File: config.mk
export PLATFORM = sky130hd
export DESIGN_NAME = irq_ctrl
export DESIGN_NICKNAME = d
export VERILOG_FILES = /design/src/rtl/irq_pkg.sv /design/src/rtl/irq_enable_ff.sv /design/src/rtl/irq_gate.sv /design/src/rtl/irq_prio_arb.sv /design/src/rtl/irq_ctrl.sv
export SDC_FILE = /design/constraint.sdc
export NUM_CORES = 1
export LEC_CHECK = 0
export CAP_MARGIN = 20
export CORE_AREA = 2 2 39 41
export DETAILED_ROUTE_END_ITERATION = 8
export DIE_AREA = 0 0 41 43
export GPL_ROUTABILITY_DRIVEN = 0
export PLACE_DENSITY = 0.54
export SLEW_MARGIN = 20
export SYNTH_ARGS = -nofsm -noshare
export SYNTH_HDL_FRONTEND = slang
export SYNTH_SLANG_ARGS = --single-unit
File: constraint.sdc
create_clock -name clk -period 1.5 [get_ports clk]
set_clock_uncertainty 0.2 [all_clocks]
set_input_delay 0.375 -clock clk [delete_from_list [all_inputs] [get_ports clk]]
set_output_delay 0.375 -clock clk [all_outputs]
set_load 0.005 [all_outputs]
File: src/rtl/irq_pkg.sv
package irq_pkg;
  // Bit position of the non-maskable trap; the arbiter ranks it first.
  localparam int TRAP_BIT = 0;

  function automatic int idx_width(input int n);
    return (n <= 2) ? 1 : $clog2(n);
  endfunction
endpackage

File: src/rtl/irq_enable_ff.sv
module irq_enable_ff (
  input  logic clk,
  input  logic rst,
  input  logic set_i,
  input  logic clr_i,
  input  logic take_i,
  output logic ie_q
);
  always_ff @(posedge clk) begin
    if (rst || take_i || clr_i) ie_q <= 1'b0;
    else if (set_i)             ie_q <= 1'b1;
  end

  // disable pulse always wins
  a_r5_di_clears: assert property (@(posedge clk) disable iff (rst)
    clr_i |=> !ie_q);
  // enable pulse alone sets the flip-flop
  a_r5_ei_sets: assert property (@(posedge clk) disable iff (rst)
    (set_i && !clr_i && !take_i) |=> ie_q);
endmodule

File: src/rtl/irq_gate.sv
module irq_gate #(
  parameter int NUM_SRC = 5,
  parameter logic [NUM_SRC-1:0] NMI_MASK = NUM_SRC'(1)
) (
  input  logic [NUM_SRC-1:0] req_i,
  input  logic               ie_i,
  output logic [NUM_SRC-1:0] elig_o
);
  for (genvar g = 0; g < NUM_SRC; g++) begin : g_line
    if (NMI_MASK[g]) begin : g_nmi
      assign elig_o[g] = req_i[g];
    end else begin : g_mask
      assign elig_o[g] = req_i[g] & ie_i;
    end
  end
endmodule

File: src/rtl/irq_prio_arb.sv
module irq_prio_arb #(
  parameter int NUM_SRC = 5,
  parameter int IDX_W   = irq_pkg::idx_width(NUM_SRC)
) (
  input  logic [NUM_SRC-1:0] req_i,
  output logic               any_o,
  output logic [IDX_W-1:0]   idx_o
);
  always_comb begin
    any_o = 1'b0;
    idx_o = '0;
    for (int i = NUM_SRC - 1; i >= 0; i--) begin
      if (req_i[i]) begin
        any_o = 1'b1;
        idx_o = IDX_W'(i);
      end
    end
  end

  a_r2_idx_is_set: assert final (!any_o || req_i[idx_o]);
endmodule

File: src/rtl/irq_ctrl.sv
module irq_ctrl #(
  parameter int NUM_SRC = 5,
  parameter int IDX_W   = irq_pkg::idx_width(NUM_SRC)
) (
  input  logic               clk,
  input  logic               rst,
  input  logic [NUM_SRC-1:0] req_i,
  input  logic               boundary_i,
  input  logic               ei_i,
  input  logic               di_i,
  output logic               take_o,
  output logic [IDX_W-1:0]   src_o,
  output logic               push_pc_o,
  output logic               ie_o
);
  localparam logic [NUM_SRC-1:0] NMI_MASK = NUM_SRC'(1) << irq_pkg::TRAP_BIT;

  logic [NUM_SRC-1:0] elig;
  logic               any_elig;
  logic [IDX_W-1:0]   win_idx;
  logic               sample;
  logic               hit;
  logic               take_q;
  logic [IDX_W-1:0]   src_q;

  irq_gate #(.NUM_SRC(NUM_SRC), .NMI_MASK(NMI_MASK)) u_gate (
    .req_i (req_i),
    .ie_i  (ie_o),
    .elig_o(elig)
  );

  irq_prio_arb #(.NUM_SRC(NUM_SRC), .IDX_W(IDX_W)) u_arb (
    .req_i(elig),
    .any_o(any_elig),
    .idx_o(win_idx)
  );

  // A boundary during the take cycle is skipped
  assign sample = boundary_i && !take_q;
  assign hit    = sample && any_elig;

  irq_enable_ff u_ie (
    .clk   (clk),
    .rst   (rst),
    .set_i (ei_i),
    .clr_i (di_i),
    .take_i(hit),
    .ie_q  (ie_o)
  );

  always_ff @(posedge clk) begin
    if (rst) begin
      take_q <= 1'b0;
      src_q  <= '0;
    end else begin
      take_q <= hit;
      src_q  <= hit ? win_idx : '0;
    end
  end

  assign take_o    = take_q;
  assign push_pc_o = take_q;
  assign src_o     = src_q;

  // trap at a free boundary is always taken, index 0
  a_r3_trap_taken: assert property (@(posedge clk) disable iff (rst)
    (boundary_i && req_i[irq_pkg::TRAP_BIT] && !take_o) |=> (take_o && src_o == '0));
  // with enable low and no trap, nothing is taken
  a_r4_masked: assert property (@(posedge clk) disable iff (rst)
    (!ie_o && !req_i[irq_pkg::TRAP_BIT]) |=> !take_o);
  // enable is already clear while the take is reported
  a_r6_take_clears_ie: assert property (@(posedge clk) disable iff (rst)
    take_o |-> !ie_o);
  // a take always follows a boundary
  a_r7_after_boundary: assert property (@(posedge clk) disable iff (rst)
    take_o |-> $past(boundary_i));
  // no adjacent takes
  a_r8_no_back2back: assert property (@(posedge clk) disable iff (rst)
    take_o |=> !take_o);
endmodule

==> out/summary.txt <==
status -> finished, final reports clean
# IOs -> 16
port bufs -> 15
mapped cell area -> 201 um^2
setup ws final -> 91.9 ps
insertion delay to the later sink of the worst-skew pair -> 240 ps
main combinational cell family by area after synthesis -> simple AND/OR/NAND/NOR gates
global-route usage over all layers -> 7.95%
initial antenna violation count -> 0
die span in y -> 43 um
highest-count cells in the layout ignoring fill and taps -> dlygate4sd2_1 (7), clkdlybuf4s50_1 (6), buf_4 (4), dfxtp_1 (4), clkbuf_4 (3)
Synth Instances -> 22
Die Span X -> 41 um
fill count -> 154
Hold WS -> 248 ps
ranking of synthesized cells by area -> dfxtp_1 (50%), o41ai_2 (8.1%), nor4_1 (6.2%)
Slowest cell on crit path -> clkdlybuf4s50_1
RSZ-0062 raised after global routing -> no
Avg Vias per Cell -> 3.92
initial core utilization -> 14.6%
Seq/Total Area, Yosys -> 49.7%
core area -> 1380 um^2
vias in the first global route -> 245
WP buf/inv -> 1
largest net degree at the start of global routing -> 5
worst slack, placed -> -260 ps
pwr/cell area -> 799 nW/um^2
DR WL/cell -> 8.62 um
Synth Register Bits -> 5
drt total wl -> 517 um
Clock Tree Root -> clkbuf_4
Min-Delay Path Class -> input pin to flop
synth warn -> 0
vias -> 235
sequential cell area -> 101 um^2
final total power -> 0.000343 W
total congestion overflow -> 0
Net Count, Synth -> 32
fin. max-slew vios -> 0
first-pass GRT wire length -> 855 um
critical path startpoint category -> input pin
Worst EP required -> 1450 ps
max_slew headroom -> 83.8%
Post-Layout Cell Count -> 60
# nets final -> 55
CTS tree -> yes
Fmax -> 0.710 GHz
Netlist cell types -> 14
Lkg Pwr -> 0.208 nW
clock-pin slew on the worst setup and hold paths -> 40 ps
total CTS buffers -> 3
multiplexer area fraction after synthesis -> 0%
post-synthesis xor/xnor area fraction -> 0%
multi-input logic area -> 97.6 um^2
worst slew pin tran -> 240 ps
max-cap viol count -> 0
Post-Synth Simple-Gate Area -> 26.7%
Die Area -> 1760 um^2
data arrival time of the worst path -> 1350 ps
critical path fanouts, max -> 3
CP Cell Sequence -> clkdlybuf4s50_1 > nor3b_2 > nand2_1 > nor4_2
CP max stage delay -> 440 ps
final setup violation count -> 0
DRT antenna net count -> 0
dpl cells -> 56
most common cell after layout, fill and taps aside -> dlygate4sd2_1
# H-tree levels -> 1
row cnt -> 14
DRT iter0 DRCs -> 2
Syn-to-layout area delta -> 113%
Synth top area share -> 49.7%
TritonRoute pass-1 iters -> 2
complex-gate fraction of the synthesized area -> 16.1%
minimum clock period after layout -> 1410 ps
Top delay family on crit path -> simple AND/OR/NAND/NOR gates
DP HPWL -> 424 um
diode count -> 0
clock buffer depth -> 2
mean cell area of the mapped netlist -> 9.16 um^2
CTS sink cnt -> 5
VDD IR max -> 0.187 mV
cts hold-fix bufs -> 0
DRC Markers -> 0
Worst Path Class, Setup -> input pin to flop
cell taking the most area after synthesis -> dfxtp_1
layout cells sized above 1 -> 27.3%
adder-cell share of the synthesized area -> 0%
Crit. End Element -> flop
crit share post-route -> 93.9%
endpoints failing hold -> 0
==> what timing repair did <==
item | CTS | global route
pin swaps | 1 | 1
gates cloned | 0 | 0
endpoints found under the setup margin | 8 | 3
resized for setup | 9 | 3
buffers inserted | 0 | 0
==> where the power goes <==
part            total, W  internal, W  switching, W  leakage, nW
sequential      0.000139     0.000137    0.00000210       0.0410
clock           0.000150     0.000100     0.0000500       0.0150
combinational  0.0000540    0.0000355     0.0000185        0.152
==> synth_stat cells <==
cell type,n
nor4_1,2
a21oi_1,1
and2_2,1
o41ai_2,1
nor3_1,1
o21ai_0,1
nor3b_1,1
a31oi_1,1
inv_1,2
dfxtp_1,5
nand2_1,2
nor2_1,2
nand2b_1,1
buf_4,1
==> final timing paths <==
| check | start | slack, ps | end | depth (start not counted) |
|---|---|---|---|---|
| max reg2reg | push_pc_o$_SDFF_PP0_ | 380 | src_o[2]$_SDFF_PP0_ | 3 |
| min | req_i[4] | 250 | src_o[2]$_SDFF_PP0_ | 3 |
| min reg2reg | push_pc_o$_SDFF_PP0_ | 300 | u_ie.ie_q$_SDFFE_PP0P_ | 2 |
| max | rst | 90 | src_o[2]$_SDFF_PP0_ | 4 |
==> registers in the layout (all words and copies together) (netlist names) <==
register,cells
src_o,3
push_pc_o,1
u_ie.ie_q,1
==> cells by family (layout without fill, tap and decap cells) <==
family	Yosys count	count (layout)
AO/OA/AOI/OAI	4	4
flip-flops	5	5
AND/OR/NAND/NOR	10	10
buffers and inverters	3	25
==> cell type report <==
cell class                      instances  area share, %
Multi-Input combinational cell         14           22.7
Sequential cell                         5           23.6
Tap cell                               16           4.66
Clock buffer                            4           6.12
Timing Repair Buffer                   19           41.1
Inverter                                2           1.75
==> per-stage QoR <==
| step | TNS, ps | util [%] | cell area, um^2 |
|---|---|---|---|
| 6_report | 0 | 31.0 | 429 |
| 5_1_grt | 0 | 31.0 | 429 |
| 4_1_cts | 0 | 30.2 | 418 |
| 3_5_place_dp | -1110 | 28.5 | 394 |
| 3_3_place_gp | -1060 | 28.5 | 394 |
| 2_1_floorplan | 0 | - | 201 |
==> worst min-delay path, delay by kind of cell <==
| kind | cells | cell delay, ps |
|---|---|---|
| buffers and inverters | 1 | 140 |
| AND/OR/NAND/NOR | 2 | 120 |
==> layer usage <==
metal	part of all wire, %	vias up	wire length, um	GRT usage [%]
li1	-	122	-	-
met1	43	98	222	9.39
met2	47	13	243	9.06
met3	7.2	2	37	0
met4	2.7	0	14	14.0
met5	0	-	0	0
Power figures use the tool's default switching activity.
